==> src/rtl/divPkg.sv <==
package divPkg;
  typedef struct packed {
    logic load;   // capture operands and overflow decision
    logic step;   // perform one shift-subtract iteration
  } divStrobe_t;
endpackage

==> src/rtl/divCtrl.sv <==
module divCtrl
  import divPkg::*;
#(
  parameter int W = 32
) (
  input  logic       clk,
  input  logic       rstN,
  input  logic       startIn,
  input  logic       ovfNow,
  output divStrobe_t ctl,
  output logic       busy,
  output logic       done
);
  localparam int CW = $clog2(W + 1);

  logic          busyQ;
  logic          doneQ;
  logic [CW-1:0] cntQ;

  always_comb begin
    ctl.load = startIn && !busyQ;
    ctl.step = busyQ;
  end

  always_ff @(posedge clk) begin
    if (!rstN) begin
      busyQ <= 1'b0;
      doneQ <= 1'b0;
      cntQ  <= '0;
    end else begin
      doneQ <= 1'b0;
      if (ctl.load) begin
        if (ovfNow) begin
          doneQ <= 1'b1;
        end else begin
          busyQ <= 1'b1;
          cntQ  <= CW'(W);
        end
      end else if (busyQ) begin
        cntQ <= cntQ - 1'b1;
        if (cntQ == CW'(1)) begin
          busyQ <= 1'b0;
          doneQ <= 1'b1;
        end
      end
    end
  end

  assign busy = busyQ;
  assign done = doneQ;

  // result strobe lasts a single cycle
  assert_done_pulse_R3: assert property (@(posedge clk) disable iff (!rstN)
    done |=> !done);

  // end of stepping is always followed by a strobe
  assert_busy_end_R3: assert property (@(posedge clk) disable iff (!rstN)
    $fell(busy) |-> done);

  // an overflowing start strobes at once and never steps
  assert_ovf_skip_R5: assert property (@(posedge clk) disable iff (!rstN)
    (ctl.load && ovfNow) |=> (done && !busy));
endmodule

==> src/rtl/divPath.sv <==
module divPath
  import divPkg::*;
#(
  parameter int W = 32
) (
  input  logic         clk,
  input  logic         rstN,
  input  divStrobe_t   ctl,
  input  logic [W-1:0] hiIn,
  input  logic [W-1:0] loIn,
  input  logic [W-1:0] divisorIn,
  output logic         ovfNow,
  output logic [W-1:0] hiOut,
  output logic [W-1:0] loOut,
  output logic         ovfOut
);
  logic [W-1:0] hiQ;
  logic [W-1:0] loQ;
  logic [W-1:0] divQ;
  logic         ovfQ;

  logic         hiMsb;
  logic [W-1:0] hiSh;
  logic         qBit;
  logic [W-1:0] hiNext;

  always_comb begin
    ovfNow = (hiIn >= divisorIn);
    hiMsb  = hiQ[W-1];
    hiSh   = {hiQ[W-2:0], loQ[W-1]};
    qBit   = hiMsb || (hiSh >= divQ);
    hiNext = qBit ? (hiSh - divQ) : hiSh;
  end

  always_ff @(posedge clk) begin
    if (!rstN) begin
      hiQ  <= '0;
      loQ  <= '0;
      divQ <= '0;
      ovfQ <= 1'b0;
    end else if (ctl.load) begin
      hiQ  <= hiIn;
      loQ  <= loIn;
      divQ <= divisorIn;
      ovfQ <= ovfNow;
    end else if (ctl.step) begin
      hiQ <= hiNext;
      loQ <= {loQ[W-2:0], qBit};
    end
  end

  assign hiOut  = hiQ;
  assign loOut  = loQ;
  assign ovfOut = ovfQ;

  // stepping only happens for a run that did not overflow
  assert_no_overflow_R5: assert property (@(posedge clk) disable iff (!rstN)
    ctl.step |-> !ovfQ);

  // partial remainder stays below the divisor after every step
  assert_rem_below_R4: assert property (@(posedge clk) disable iff (!rstN)
    ctl.step |=> (hiQ < divQ));

  // divisor is held through a run
  assert_div_stable_R7: assert property (@(posedge clk) disable iff (!rstN)
    ctl.step |=> $stable(divQ));

  // when the top bit falls out, the wrapped shift is below the divisor
  assert_wide_rem_R9: assert property (@(posedge clk) disable iff (!rstN)
    (ctl.step && hiMsb) |-> (hiSh < divQ));
endmodule

==> src/rtl/seqDivider.sv <==
module seqDivider
  import divPkg::*;
#(
  parameter int W = 32
) (
  input  logic         clk,
  input  logic         rstN,
  input  logic         startIn,
  input  logic [W-1:0] dividendHi,
  input  logic [W-1:0] dividendLo,
  input  logic [W-1:0] divisor,
  output logic         busy,
  output logic         done,
  output logic         overflow,
  output logic [W-1:0] remOut,
  output logic [W-1:0] quoOut
);
  divStrobe_t ctl;
  logic       ovfNow;

  divCtrl #(.W(W)) uCtrl (
    .clk     (clk),
    .rstN    (rstN),
    .startIn (startIn),
    .ovfNow  (ovfNow),
    .ctl     (ctl),
    .busy    (busy),
    .done    (done)
  );

  divPath #(.W(W)) uPath (
    .clk       (clk),
    .rstN      (rstN),
    .ctl       (ctl),
    .hiIn      (dividendHi),
    .loIn      (dividendLo),
    .divisorIn (divisor),
    .ovfNow    (ovfNow),
    .hiOut     (remOut),
    .loOut     (quoOut),
    .ovfOut    (overflow)
  );
endmodule

==> config.mk <==
export PLATFORM = sky130hd
export DESIGN_NAME = seqDivider
export DESIGN_NICKNAME = d
export VERILOG_FILES = /design/src/rtl/divPkg.sv /design/src/rtl/divCtrl.sv /design/src/rtl/divPath.sv /design/src/rtl/seqDivider.sv
export SDC_FILE = /design/constraint.sdc
export NUM_CORES = 1
export LEC_CHECK = 0
export BUFFER_PORTS_ARGS = -buffer_cell sky130_fd_sc_hd__buf_4
export CORE_MARGIN = 5
export CORE_UTILIZATION = 35
export DETAILED_ROUTE_END_ITERATION = 10
export PLACE_DENSITY = 0.64
export SLEW_MARGIN = 15
export SYNTH_ARGS = -nofsm -noshare
export SYNTH_HDL_FRONTEND = slang
export SYNTH_SLANG_ARGS = --single-unit
export TNS_END_PERCENT = 100
==> constraint.sdc <==
create_clock -name clk -period 6.25 [get_ports clk]
set_clock_uncertainty 0.1 [all_clocks]
set_input_delay 0.9375 -clock clk [delete_from_list [all_inputs] [get_ports clk]]
set_output_delay 0.9375 -clock clk [all_outputs]
set_load 0.05 [all_outputs]
Yosys cells after proc, flatten, opt, wreduce, memory -nomap -nowiden --
Cells that the tools add are included.
Storage, ports and cells: flip-flop bits (word level) 105, output and inout port bits 67
Cells by class: add/subtract/negate cells 2, order comparisons 2, eq/ne operators 2, muxes and demuxes 16, reductions and logical operators 5
Operators with widths (count):
- $mux W32 | 5
- $ge A32 B32 Y1 | 2
- $sub A32 B32 Y32 | 1
- $mux W6 | 3
- $mux W1 | 8
- $eq A6 B1 Y1 const B | 1
- $sub A6 B1 Y6 const B | 1
- $ne A2 B2 Y1 const B | 1
- $reduce_and A2 Y1 | 1
- $reduce_bool A2 Y1 | 1
- $logic_and A1 B1 Y1 | 1
- $logic_not A1 Y1 | 1
- $logic_or A1 B1 Y1 | 1

Logic depth before layout (Yosys ltp) --
Gate-level depths: netlist (run 1).
depth after elaboration 5, depth in mapped cells 13, gate-level depth less buffers 11

Hierarchy --
From an unflattened synthesis (run 1), not the netlist that was laid out.
Second synthesis, totals: cell total of the unflattened synthesis 909, area total of the unflattened synthesis 7243.2 um2
Modules (own cells, without submodules):
- divPath | times used 1, cells each 862, area an instance 6806.5 um2
- divCtrl | times used 1, cells each 47, area an instance 436.7 um2

Worst setup path after synthesis (run 1) --
No wires, ideal clock.
path type flip-flop to flip-flop, start point register uPath.loQ[31], in the netlist uPath.loOut[31], end point register uPath.hiQ[31], in the netlist uPath.hiOut[31], library setup time 0.126 ns, arrival 2.833 ns, required time 6.024 ns, path slack 3.191 ns, cell stages (with the launch flop) 14, period minus slack after synthesis 3.059 ns, path through dfxtp_1 -> inv_1 -> ha_1 -> fa_1 -> nand2b_1 -> a21oi_1 -> o31ai_1 -> a31oi_1 -> o21ai_1 -> a21o_1 -> buf_4 -> buf_6 -> a41oi_1 -> o31ai_1
Between the ends: word-level cells in the longest chain between the ends 5, elaborated cells between the ends (all ways) 6, classes of those cells 1 x add/sub; 1 x order compare; 3 x mux; 1 x reduce/logical
RTL lines:
- start: declaration | line divPath.sv:18 | logic [W-1:0] loQ;
- start signal: assignment | line divPath.sv:43 | loQ <= loIn;
- start signal: assignment | line divPath.sv:48 | loQ <= {loQ[W-2:0], qBit};
- $ge A32 B32 Y1 | line divPath.sv:31 | qBit = hiMsb || (hiSh >= divQ);
- $logic_or A1 B1 Y1 | line divPath.sv:31
- $mux W32 (*) | line divPath.sv:32 | hiNext = qBit ? (hiSh - divQ) : hiSh;
- $mux W32 (*) | line divPath.sv:46 | end else if (ctl.step) begin
- $mux W32 (*) | line divPath.sv:41 | end else if (ctl.load) begin
- end signal: assignment | line divPath.sv:42 | hiQ <= hiIn;
- end signal: assignment | line divPath.sv:47 | hiQ <= hiNext;
- end: declaration | line divPath.sv:17 | logic [W-1:0] hiQ;
Mark *: on every way between the ends. The rest lies on a longest branch, timed or not. The select of a mux whose other input is x is not followed. A chain may end at the register's enable or synchronous reset.

Final worst setup path (run 1) --
start point register uPath.loQ[31], in the netlist uPath.loOut[31], end point register uPath.hiQ[28], in the netlist uPath.hiOut[28]
The elaborated chain is that of the path after synthesis.

==> flow_metrics.env, run 1 <==
export IMPL_die_h_um=156
export IMPL_grt_util_met1_pct=22.3
export IMPL_largest_family_of_logic_cells_by_synthesized_area="compound AO/OA/AOI/OAI gates"
export IMPL_crit_chain="inv_1 -> ha_1 -> fa_1 -> nand2b_1 -> a21oi_1 -> o31ai_1 -> a31oi_1 -> o21ai_1 -> a21o_1 -> a21oi_1 -> a221oi_2"
export IMPL_syn_area_sq_mm=0.00747
export IMPL_achievable_frequency_ghz=0.279
export IMPL_synth_compound_area_share_pct=23.4
export IMPL_p_seq_share_pct=28.1
export IMPL_hold_path_end="uPath.divQ[11]$_SDFFE_PN0P_"
export IMPL_worst_path_largest_cell_delay_ns=0.85
export IMPL_iter_0_drt_violations=389
export IMPL_synth_nets=1149
export IMPL_h_tree_depth_reported_by_cts=3
export IMPL_core_sq_mm=0.0210
export IMPL_criticalPathCategory="flop to flop"
export IMPL_count_of_flip_flops_with_a_built_in_enable_after_synthesis=0
export IMPL_reg2reg_setup_slack_ns=2.67
export IMPL_antenna_found_initial=0
export IMPL_power_share_combinational_pct=52.9
export IMPL_num_vias=7298
export IMPL_ys_dominant_reg_cell="sky130_fd_sc_hd__dfxtp_1"
export IMPL_drive_gt1_share_pct=20.0
export IMPL_yosys_warnings=0
export IMPL_holdBufCountCts=0
export IMPL_internal_power_w=0.00160
export IMPL_synth_async_reset_ratio_pct=0
export IMPL_worstHoldPathCells=2
export IMPL_cts_path_max_buffers=2
export IMPL_groute_layer_met2_usage_pct=30.5
export IMPL_antenna_violating_nets_post_route=0
export IMPL_first_global_vias=7186
export IMPL_fin_setup_tns_ns=0
export IMPL_port_buffers=165
export IMPL_grt_overflow_total=0
export IMPL_worst_endpoint_required_ns=6.42
export IMPL_static_leakage_power_nw=4.28
export IMPL_maxSlewHeadroom_pct=29.9
export IMPL_place_ws_ns=2.78
export IMPL_power_density_mw_per_mm2=321
export IMPL_startpoint_type="flop"
export IMPL_ys_ff_latch=105
export IMPL_worstReg2RegStart="uPath.loOut[31]$_SDFFE_PN0P_"
export IMPL_fillCellCount=2177
export IMPL_worst_r2r_endpoint="uPath.hiOut[28]$_SDFFE_PN0P_"
export IMPL_dpl_hpwl_um=17200
export IMPL_syn_inst=983
export IMPL_peakVddDrop_mv=0.227
export IMPL_grt_first_pass_wirelength_um=36400
export IMPL_post_synth_xor_area_fraction_pct=2.34
export IMPL_die_area_sq_mm=0.0244
export IMPL_total_wire_length_after_detailed_routing_um=22400
export IMPL_crit_arrival_ns=3.75
export IMPL_tritoncts_buffers=9
export IMPL_power_clock_fraction_pct=19.1
export IMPL_swShare_pct=45.4
export IMPL_drt_vias_per_instance=5.25
export IMPL_antennaDiodeCount=0
export IMPL_clk_pin_slew_worst_paths_ns=0.08
export IMPL_netSwitchingPower_w=0.00134
export IMPL_clk_root_buffer_cell="sky130_fd_sc_hd__clkbuf_16"
export IMPL_cts_setup_buffers=0
export IMPL_final_hold_viol_count=0
export IMPL_setup_worst_path_end_class="flop"
export IMPL_ctsResizeCount=0
export IMPL_grt_start_max_net_pins=78
export IMPL_final_max_slew_viol_count=0
export IMPL_synth_avg_cell_area_sq_um=7.60
export IMPL_critPathTopFamily="compound AO/OA/AOI/OAI gates"
export IMPL_start_util_pct=35.6
export IMPL_syn2layout_area_growth_pct=22.5
export IMPL_clkLatencyLatePin_ns=0.36
export IMPL_post_synth_num_cell_types=64
export IMPL_post_route_worst_setup_slack_ns=2.67
export IMPL_rr_worst_depth=11
export IMPL_seq_area_frac_synth_pct=28.1
export IMPL_muxShareOfSynthArea_pct=9.42
export IMPL_top_library_cells_by_usage_in_the_layout_fill_and_taps_aside="171 x sky130_fd_sc_hd__buf_4, 138 x sky130_fd_sc_hd__nand2_1, 114 x sky130_fd_sc_hd__a21oi_1, 104 x sky130_fd_sc_hd__dfxtp_1, 87 x sky130_fd_sc_hd__nor2_1"
export IMPL_grtUsageTotal_pct=18.2
export IMPL_drv_cap=0
export IMPL_setup_violation_total_in_the_final_timing_report=0
export IMPL_final_core_util_pct=43.6
export IMPL_fp_row_count=53
export IMPL_leading_cell_type_in_the_layout_fill_and_taps_excluded="sky130_fd_sc_hd__buf_4"
export IMPL_run_status="finished, final reports clean"
export IMPL_holdWs_ns=0.355
export IMPL_layout_worst_path_cycle_share_pct=57.3
export IMPL_met3_usage_pct=6.19
export IMPL_grt_busiest_layer="met2"
export IMPL_cp_common_cell="sky130_fd_sc_hd__a21oi_1"
export IMPL_clock_sink_count=105
export IMPL_final_critical_delay_including_setup_and_external_delays_ns=3.58
export IMPL_synth_simple_area_share_pct=18.3
export IMPL_pin_count=166
export IMPL_synth_fa_ha_area_share_pct=11.3
export IMPL_drc_errors=0
export IMPL_design_final_nets=1276
export IMPL_crit_path_max_fanout=26
export IMPL_hp_start="uPath.divQ[11]$_SDFFE_PN0P_"
export IMPL_tritoncts="done"
export IMPL_routed_wire_length_per_instance_um=16.1
export IMPL_worst_margin_slew_ns=1.05
export IMPL_path_buf_inv=1
export IMPL_hold_class="flop to flop"
export IMPL_cpMaxStageDelayCell="sky130_fd_sc_hd__a21o_1"
export IMPL_grt_setup_unrepaired="false"
export IMPL_finalWeightedCongestion=0.910
export IMPL_die_x_um=156
export IMPL_drtPass1Iterations=5
-- layout make-up --
cell class / count / area (sq um) / area share, %
multi-input cells: 747 / 4850 / 53.0
flip-flops and latches: 105 / 2110 / 23.0
repair buffers: 171 / 1280 / 14.0
well taps: 275 / 344 / 3.76
inverters: 76 / 285 / 3.12
clock buffers: 10 / 239 / 2.61
clock inverters: 6 / 47.5 / 0.519
-- worst reg2reg max path, cell delays in order, from the launching register on --
cell and delay (ns):
sky130_fd_sc_hd__dfxtp_1 0.32, sky130_fd_sc_hd__inv_1 0.09, sky130_fd_sc_hd__ha_1 0.21, sky130_fd_sc_hd__fa_1 0.21, sky130_fd_sc_hd__nand2b_1 0.15, sky130_fd_sc_hd__a21oi_1 0.09, sky130_fd_sc_hd__o31ai_1 0.53, sky130_fd_sc_hd__a31oi_1 0.20
sky130_fd_sc_hd__o21ai_1 0.23, sky130_fd_sc_hd__a21o_1 0.85, sky130_fd_sc_hd__a21oi_1 0.20, sky130_fd_sc_hd__a221oi_2 0.29
-- power by group through the flow --
| stage | combinational [W] | clock, W | sequential (W) |
|---|---|---|---|
| after global routing | 0.00171 | 0.000602 | 0.000836 |
| after detailed placement | 0.00154 | 0 | 0.000840 |
| final | 0.00155 | 0.000561 | 0.000824 |
| after floorplan | 0.00100 | 0 | 0.00100 |
| after global placement | 0.00153 | 0 | 0.000839 |
| after CTS | 0.00155 | 0.000576 | 0.000825 |
-- logic make-up after synthesis --
family                   Yosys count
AO/OA/AOI/OAI                    280
XOR/XNOR                          20
adder cells (fa/ha/maj)           67
buffers and inverters            131
flip-flops                       105
multiplexers                      68
AND/OR/NAND/NOR                  312
-- how the worst max path moves through the flow --
stage                                             from                            to  cells past startpoint  slack [ns]
final                     uPath.loOut[31]$_SDFFE_PN0P_  uPath.hiOut[28]$_SDFFE_PN0P_                     11        2.67
after global routing      uPath.loOut[31]$_SDFFE_PN0P_  uPath.hiOut[11]$_SDFFE_PN0P_                     11        2.36
after CTS                 uPath.loOut[31]$_SDFFE_PN0P_  uPath.hiOut[11]$_SDFFE_PN0P_                     12        2.74
after detailed placement  uPath.loOut[31]$_SDFFE_PN0P_  uPath.hiOut[28]$_SDFFE_PN0P_                     11        2.78
after global placement    uPath.loOut[31]$_SDFFE_PN0P_   uPath.hiOut[9]$_SDFFE_PN0P_                     12        2.91
after floorplan           uPath.loOut[31]$_SDFFE_PN0P_  uPath.hiOut[31]$_SDFFE_PN0P_                     13        3.19
-- Yosys cell counts, types with 3 or more instances --
library cell | n | area share, %
sky130_fd_sc_hd__a2111oi_0 | 4 | 0.47
sky130_fd_sc_hd__a211oi_1 | 3 | 0.30
sky130_fd_sc_hd__a21o_1 | 33 | 3.3
sky130_fd_sc_hd__a21oi_1 | 115 | 7.7
sky130_fd_sc_hd__a221oi_2 | 4 | 0.80
sky130_fd_sc_hd__a31oi_1 | 21 | 1.8
sky130_fd_sc_hd__a41oi_1 | 3 | 0.35
sky130_fd_sc_hd__and3_1 | 4 | 0.33
sky130_fd_sc_hd__buf_1 | 7 | 0.35
sky130_fd_sc_hd__buf_2 | 6 | 0.40
sky130_fd_sc_hd__buf_4 | 3 | 0.30
sky130_fd_sc_hd__clkbuf_1 | 35 | 1.8
sky130_fd_sc_hd__dfxtp_1 | 105 | 28
sky130_fd_sc_hd__ha_1 | 66 | 11
sky130_fd_sc_hd__inv_1 | 74 | 3.7
sky130_fd_sc_hd__mux2_2 | 19 | 2.9
sky130_fd_sc_hd__mux2i_1 | 49 | 6.6
sky130_fd_sc_hd__nand2_1 | 138 | 6.9
sky130_fd_sc_hd__nand2b_1 | 8 | 0.67
sky130_fd_sc_hd__nand3_1 | 12 | 0.80
sky130_fd_sc_hd__nand3b_1 | 7 | 0.70
sky130_fd_sc_hd__nand4_1 | 19 | 1.6
sky130_fd_sc_hd__nor2_1 | 87 | 4.4
sky130_fd_sc_hd__nor2b_1 | 6 | 0.50
sky130_fd_sc_hd__nor3_1 | 19 | 1.3
sky130_fd_sc_hd__o211ai_1 | 3 | 0.30
sky130_fd_sc_hd__o21a_1 | 10 | 1.0
sky130_fd_sc_hd__o21ai_0 | 48 | 3.2
sky130_fd_sc_hd__o21ai_1 | 3 | 0.20
sky130_fd_sc_hd__o21bai_1 | 3 | 0.30
sky130_fd_sc_hd__o221ai_1 | 3 | 0.35
sky130_fd_sc_hd__o31ai_1 | 4 | 0.40
sky130_fd_sc_hd__xnor2_1 | 13 | 1.5
sky130_fd_sc_hd__xor2_1 | 7 | 0.82
-- routing by layer --
| metal | up-vias | wire length, um |
|---|---|---|
| met5 | - | 0 |
| met4 | 0 | 393 |
| met3 | 22 | 1890 |
| met2 | 210 | 10500 |
| met1 | 3362 | 9630 |
| li1 | 3704 | - |
-- registers in the layout, indices dropped and copies added (netlist names) --
register,flops
uCtrl.cntQ,6
uCtrl.done,1
uPath.hiOut,32
uCtrl.busy,1
uPath.divQ,32
uPath.ovfOut,1
uPath.loOut,32
-- metrics by stage --
step / cells / power, W / area, sq um
detailed placement: 1374 / 0.00238 / 8870
finish: 1390 / 0.00294 / 9160
floorplan: 983 / 0.00200 / 7470
global placement: 1374 / 0.00237 / 8870
global route: 1390 / 0.00315 / 9160
CTS: 1390 / 0.00295 / 9160
(Power assumes the default switching activity.)
==> inputs of run 2 (changes only) <==
==> constraint.sdc (replaced) <==
create_clock -name clk -period 3.5 [get_ports clk]
set_clock_uncertainty 0.1 [all_clocks]
set_input_delay 0.525 -clock clk [delete_from_list [all_inputs] [get_ports clk]]
set_output_delay 0.525 -clock clk [all_outputs]
set_load 0.05 [all_outputs]
==> run 2 against run 1 <==
Effect of this change:
- core utilization is 0.43 points higher
- power rose by 82%
- worst hold slack got worse by 0.039 ns
- flip-flop and latch count unchanged
- highest routed layer unchanged
- clock-buffer cell count rose by 2
- first-iteration DRC count down 8.0%
- combinational power grew 81%
- wire length grew 1.3%
==> flow_metrics.env, run 2 (synthesis gave the netlist of run 1 again) <==
export IMPL_antenna_found_initial=0
export IMPL_core_sq_mm=0.0210
export IMPL_first_global_vias=7462
export IMPL_final_critical_delay_including_setup_and_external_delays_ns=3.08
export IMPL_syn2layout_area_growth_pct=23.7
export IMPL_fin_setup_tns_ns=0
export IMPL_die_h_um=156
export IMPL_crit_path_max_fanout=25
export IMPL_drive_gt1_share_pct=20.3
export IMPL_top_library_cells_by_usage_in_the_layout_fill_and_taps_aside="174 x sky130_fd_sc_hd__buf_4, 138 x sky130_fd_sc_hd__nand2_1, 114 x sky130_fd_sc_hd__a21oi_1, 104 x sky130_fd_sc_hd__dfxtp_1, 87 x sky130_fd_sc_hd__nor2_1"
export IMPL_grt_overflow_total=0
export IMPL_hold_class="primary input to flop"
export IMPL_maxSlewHeadroom_pct=48.9
export IMPL_post_route_worst_setup_slack_ns=0.417
export IMPL_fp_row_count=53
export IMPL_run_status="finished, final reports clean"
export IMPL_startpoint_type="flop"
export IMPL_drtPass1Iterations=4
export IMPL_power_share_combinational_pct=52.4
export IMPL_criticalPathCategory="flop to flop"
export IMPL_antenna_violating_nets_post_route=0
export IMPL_drv_cap=0
export IMPL_final_hold_viol_count=0
export IMPL_internal_power_w=0.00299
export IMPL_drt_vias_per_instance=5.24
export IMPL_reg2reg_setup_slack_ns=0.42
export IMPL_worstReg2RegStart="uPath.loOut[31]$_SDFFE_PN0P_"
export IMPL_grtUsageTotal_pct=18.4
export IMPL_tritoncts_buffers=9
export IMPL_total_wire_length_after_detailed_routing_um=22700
export IMPL_crit_arrival_ns=3.26
export IMPL_drc_errors=0
export IMPL_setup_worst_path_end="uPath.hiOut[28]$_SDFFE_PN0P_"
export IMPL_setup_violation_total_in_the_final_timing_report=0
export IMPL_p_seq_share_pct=27.6
export IMPL_start_util_pct=35.6
export IMPL_swShare_pct=44.2
export IMPL_stdcell_area_sq_mm=0.00925
export IMPL_layout_worst_path_cycle_share_pct=88.1
export IMPL_worst_path_largest_cell_delay_ns=0.46
export IMPL_clkLatencyLatePin_ns=0.36
export IMPL_antennaDiodeCount=0
export IMPL_pin_count=166
export IMPL_worst_margin_slew_ns=0.747
export IMPL_clk_pin_slew_worst_paths_ns=0.08
export IMPL_setup_worst_path_start="uPath.loOut[31]$_SDFFE_PN0P_"
export IMPL_holdBufCountCts=0
export IMPL_achievable_frequency_ghz=0.324
export IMPL_clock_sink_count=105
export IMPL_h_tree_depth_reported_by_cts=3
export IMPL_die_area_sq_mm=0.0244
export IMPL_ctsResizeCount=0
export IMPL_grt_setup_unrepaired="false"
export IMPL_cts_setup_buffers=0
export IMPL_cts_path_max_buffers=2
export IMPL_dpl_hpwl_um=17400
export IMPL_num_vias=7309
export IMPL_grt_start_max_net_pins=53
export IMPL_netSwitchingPower_w=0.00237
export IMPL_routed_wire_length_per_instance_um=16.3
export IMPL_iter_0_drt_violations=358
export IMPL_power_clock_fraction_pct=20.0
export IMPL_static_leakage_power_nw=4.32
export IMPL_final_max_slew_viol_count=0
export IMPL_cpMaxStageDelayCell="sky130_fd_sc_hd__o31ai_1"
export IMPL_placed_area_sq_mm=0.00893
export IMPL_holdWs_ns=0.316
export IMPL_worst_endpoint_required_ns=3.67
export IMPL_power_density_mw_per_mm2=579
export IMPL_port_buffers=165
export IMPL_finalWeightedCongestion=0.892
export IMPL_peakVddDrop_mv=0.523
export IMPL_crit_chain="inv_1 -> ha_1 -> fa_1 -> nand2b_1 -> a21oi_1 -> o31ai_1 -> a31oi_1 -> o21ai_1 -> a21o_1 -> buf_4 -> a21oi_1 -> a221oi_2"
export IMPL_tritoncts="done"
export IMPL_grt_first_pass_wirelength_um=36700
export IMPL_design_final_nets=1281
export IMPL_finalPower_w=0.00536
export IMPL_setup_worst_path_end_class="flop"
export IMPL_rr_worst_depth=12
export IMPL_place_ws_ns=0.474
export IMPL_die_x_um=156
export IMPL_leading_cell_type_in_the_layout_fill_and_taps_excluded="sky130_fd_sc_hd__buf_4"
export IMPL_cp_common_cell="sky130_fd_sc_hd__a21oi_1"
export IMPL_clk_root_buffer_cell="sky130_fd_sc_hd__clkbuf_16"
export IMPL_worst_r2r_endpoint="uPath.hiOut[28]$_SDFFE_PN0P_"
## run 2: cell count changes in the layout (fill, tap and decap cells not counted), sizes merged
cell      previous run  this run
buf                171       176
bufinv               0         1
clkbuf              10        12
clkinv               4         1
clkinvlp             0         1
inv                 78        77
## run 2: final cells by class
cell class                 count  area, sq um
clock buffer                  12          256
fill                        2123        11800
timing repair buffer         176         1350
sequential                   105         2110
multi-input combinational    747         4850
tap                          275          344
clock inverter                 4         57.6
inverter                      76          285
## run 2: worst min-delay path by stage
stage / from / end / slack [ns] / cells after the start
after floorplan: uPath.divQ[10]$_SDFFE_PN0P_ / uPath.divQ[10]$_SDFFE_PN0P_ / 0.34 / 2
after detailed placement: uPath.divQ[9]$_SDFFE_PN0P_ / uPath.divQ[9]$_SDFFE_PN0P_ / 0.35 / 2
after global routing: divisor[0] / uPath.divQ[0]$_SDFFE_PN0P_ / 0.32 / 3
after CTS: divisor[10] / uPath.divQ[10]$_SDFFE_PN0P_ / 0.31 / 3
final: divisor[10] / uPath.divQ[10]$_SDFFE_PN0P_ / 0.32 / 3
after global placement: uPath.divQ[18]$_SDFFE_PN0P_ / uPath.divQ[18]$_SDFFE_PN0P_ / 0.34 / 2
## run 2: power groups by stage
stage / combinational, W / sequential, W / clock (W)
after detailed placement: 0.00279 / 0.00150 / 0
after global placement: 0.00279 / 0.00150 / 0
after CTS: 0.00280 / 0.00148 / 0.00110
after floorplan: 0.00179 / 0.00179 / 0
after global routing: 0.00308 / 0.00150 / 0.00114
final: 0.00280 / 0.00148 / 0.00107
## run 2: per-layer routing
layer | wire length (um) | track usage (%) | vias up
met4 | 495 | 5.87 | 0
li1 | - | - | 3713
met2 | 10600 | 30.7 | 165
met1 | 10100 | 22.9 | 3401
met3 | 1560 | 5.52 | 30
met5 | 0 | 0 | -
## run 2: through the flow
stage,cells,utilization [%]
detailed placement,1379,42.5
CTS,1395,44.0
global placement,1379,42.5
finish,1395,44.0
global route,1395,44.0
floorplan,983,-
## run 2: worst max-delay path: cells and delay by family (launching register included)
family / cells / cell delay (ns)
DFF: 1 / 0.32
and+or+nand+nor: 1 / 0.17
adders and majority gates: 2 / 0.41
AOI/OAI and AO/OA: 7 / 1.60
buffers and inverters: 2 / 0.39
==> inputs of run 3 (changes only) <==
--- a/config.mk
+++ b/config.mk
@@ -9,6 +9,7 @@
 export CORE_MARGIN = 5
 export CORE_UTILIZATION = 35
 export DETAILED_ROUTE_END_ITERATION = 10
+export GPL_TIMING_DRIVEN = 0
 export PLACE_DENSITY = 0.64
 export SLEW_MARGIN = 15
 export SYNTH_ARGS = -nofsm -noshare
==> run 3 against run 2 <==
Effect of this change:
- register-to-register slack lost 0.12 ns
- cell area grew 1.3%
- wire length grew 8.1%
- sequential power is essentially flat
- critical path depth grew 1
- flip-flop and latch count is the same
- fmax shrank 3.8%
- cell count grew 2.9%
- die area is the same
- highest routed layer unchanged
==> flow_metrics.env, run 3 (synthesis gave the netlist of run 1 again) <==
export IMPL_detail_route_wirelength_met1_um=11000
export IMPL_reg2reg_setup_slack_ns=0.29
export IMPL_crit_path_max_fanout=10
export IMPL_drive_gt1_share_pct=19.3
export IMPL_drtPass1Iterations=6
export IMPL_hold_class="primary input to flop"
export IMPL_placed_cells_incl_taps=1421
export IMPL_rr_worst_depth=13
export IMPL_clock_sink_count=105
export IMPL_h_tree_depth_reported_by_cts=3
export IMPL_worstReg2RegStart="uPath.loOut[31]$_SDFFE_PN0P_"
export IMPL_antennaDiodeCount=0
export IMPL_static_leakage_power_nw=4.36
export IMPL_port_buffers=163
export IMPL_worst_endpoint_required_ns=3.68
export IMPL_run_status="finished, final reports clean"
export IMPL_maxSlewHeadroom_pct=44.6
export IMPL_design_final_nets=1323
export IMPL_cts_setup_buffers=0
export IMPL_criticalPathCategory="flop to flop"
export IMPL_crit_arrival_ns=3.39
export IMPL_first_global_vias=7424
export IMPL_grt_first_pass_wirelength_um=38700
export IMPL_footprint_of_the_flip_flops_and_latches_sq_mm=0.00210
export IMPL_drv_cap=0
export IMPL_holdBufCountCts=0
export IMPL_worst_r2r_endpoint="uPath.hiOut[19]$_SDFFE_PN0P_"
export IMPL_final_max_slew_viol_count=0
export IMPL_leading_cell_type_in_the_layout_fill_and_taps_excluded="sky130_fd_sc_hd__buf_4"
export IMPL_worstHoldPathCells=3
export IMPL_dpl_hpwl_um=19600
export IMPL_fp_row_count=53
export IMPL_setup_violation_total_in_the_final_timing_report=0
export IMPL_antenna_violating_nets_post_route=0
export IMPL_iter_0_drt_violations=422
export IMPL_ctsResizeCount=0
export IMPL_tritoncts_buffers=9
export IMPL_die_area_sq_mm=0.0244
export IMPL_achievable_frequency_ghz=0.312
export IMPL_hold_path_end="uPath.divQ[8]$_SDFFE_PN0P_"
export IMPL_multi_input_gate_area_sq_mm=0.00484
export IMPL_place_ws_ns=0.396
export IMPL_drt_vias_per_instance=5.26
export IMPL_grt_setup_unrepaired="false"
export IMPL_grt_overflow_total=0
export IMPL_grt_start_max_net_pins=19
export IMPL_hp_start="divisor[8]"
export IMPL_total_wire_length_after_detailed_routing_um=24500
export IMPL_startpoint_type="flop"
export IMPL_power_density_mw_per_mm2=594
export IMPL_grtUsageTotal_pct=19.7
export IMPL_worst_margin_slew_ns=0.831
export IMPL_wl_met2_um=11300
export IMPL_routed_wire_length_per_instance_um=17.1
export IMPL_syn2layout_area_growth_pct=25.3
export IMPL_finalWeightedCongestion=0.901
export IMPL_antenna_found_initial=0
export IMPL_total_met3_wirelength_after_detailed_routing_um=1700
export IMPL_fillCellCount=2127
export IMPL_final_cells=1436
export IMPL_peakVddDrop_mv=0.340
export IMPL_setup_worst_path_end_class="flop"
export IMPL_drc_errors=0
export IMPL_finalPower_w=0.00556
export IMPL_die_h_um=156
export IMPL_top_layer="met4"
export IMPL_start_util_pct=35.6
export IMPL_final_critical_delay_including_setup_and_external_delays_ns=3.21
export IMPL_fin_setup_tns_ns=0
export IMPL_pin_count=166
export IMPL_cts_path_max_buffers=2
export IMPL_top_library_cells_by_usage_in_the_layout_fill_and_taps_aside="166 x sky130_fd_sc_hd__buf_4, 138 x sky130_fd_sc_hd__nand2_1, 115 x sky130_fd_sc_hd__a21oi_1, 105 x sky130_fd_sc_hd__dfxtp_1, 87 x sky130_fd_sc_hd__nor2_1"
export IMPL_clk_pin_slew_worst_paths_ns=0.08
export IMPL_clk_root_buffer_cell="sky130_fd_sc_hd__clkbuf_16"
export IMPL_core_sq_mm=0.0210
export IMPL_num_vias=7558
export IMPL_final_core_util_pct=44.5
export IMPL_post_route_worst_setup_slack_ns=0.294
export IMPL_tritoncts="done"
export IMPL_final_hold_viol_count=0
export IMPL_layout_worst_path_cycle_share_pct=91.6
export IMPL_clkLatencyLatePin_ns=0.36
export IMPL_die_x_um=156
-- run 3: cell count changes in the layout (fill, tap and decap cells not counted), moves of 2 or more --
cell / previous run / this run
sky130_fd_sc_hd__buf_1: 0 / 7
sky130_fd_sc_hd__clkbuf_8: 2 / 0
sky130_fd_sc_hd__buf_4: 174 / 166
sky130_fd_sc_hd__clkbuf_2: 0 / 2
sky130_fd_sc_hd__buf_2: 0 / 6
sky130_fd_sc_hd__clkbuf_1: 1 / 35
sky130_fd_sc_hd__buf_12: 2 / 0
sky130_fd_sc_hd__buf_6: 0 / 2
-- run 3: layout make-up --
type	count	share of cell area (%)
clock buffer	9	2.41
inverter	76	3.05
timing repair buffer	163	13.1
multi-input combinational	747	51.7
sequential	105	22.4
buffer	55	2.59
clock inverter	6	1.03
tap	275	3.67
-- run 3: where the power goes --
part	switching [W]	leakage [nW]	internal, W
logic	0.00185	3.34	0.00111
clock network	0.000499	0.154	0.000634
registers	0.000144	0.866	0.00133
-- run 3: how the worst max path moves through the flow --
stage | from | to | slack, ns | depth (start not counted)
final | uPath.loOut[31]$_SDFFE_PN0P_ | uPath.hiOut[19]$_SDFFE_PN0P_ | 0.29 | 13
after global routing | uPath.loOut[31]$_SDFFE_PN0P_ | uPath.hiOut[28]$_SDFFE_PN0P_ | 0.04 | 12
after CTS | uPath.loOut[31]$_SDFFE_PN0P_ | uPath.hiOut[28]$_SDFFE_PN0P_ | 0.34 | 12
after detailed placement | uPath.loOut[31]$_SDFFE_PN0P_ | uPath.hiOut[10]$_SDFFE_PN0P_ | 0.40 | 13
after global placement | uPath.loOut[31]$_SDFFE_PN0P_ | uPath.hiOut[10]$_SDFFE_PN0P_ | 0.43 | 13
after floorplan | uPath.loOut[31]$_SDFFE_PN0P_ | uPath.hiOut[31]$_SDFFE_PN0P_ | 0.44 | 13
-- run 3: metal layers --
layer  vias up  track usage [%]
li1       3790                -
met4         0             4.71
met3        39             6.32
met1      3498             24.6
met2       231             33.2
met5         -                0
-- run 3: critical path: stages, from the launching register on --
cell and delay [ns]:
sky130_fd_sc_hd__dfxtp_1 0.34, sky130_fd_sc_hd__inv_1 0.07, sky130_fd_sc_hd__ha_1 0.23, sky130_fd_sc_hd__fa_1 0.38
sky130_fd_sc_hd__nand2b_1 0.22, sky130_fd_sc_hd__a21oi_1 0.23, sky130_fd_sc_hd__o31ai_1 0.18, sky130_fd_sc_hd__a31oi_1 0.28
sky130_fd_sc_hd__o21ai_1 0.13, sky130_fd_sc_hd__a21oi_1 0.17, sky130_fd_sc_hd__buf_4 0.24, sky130_fd_sc_hd__buf_2 0.28
sky130_fd_sc_hd__nand2_1 0.09, sky130_fd_sc_hd__a31oi_1 0.17
-- run 3: through the flow --
stage                     instance area (sq um)  hold slack, ns
final                                      9360           0.313
after global routing                       9360           0.316
after CTS                                  9360           0.304
after detailed placement                   9040           0.347
after global placement                     9040           0.343
after floorplan                            7470           0.336
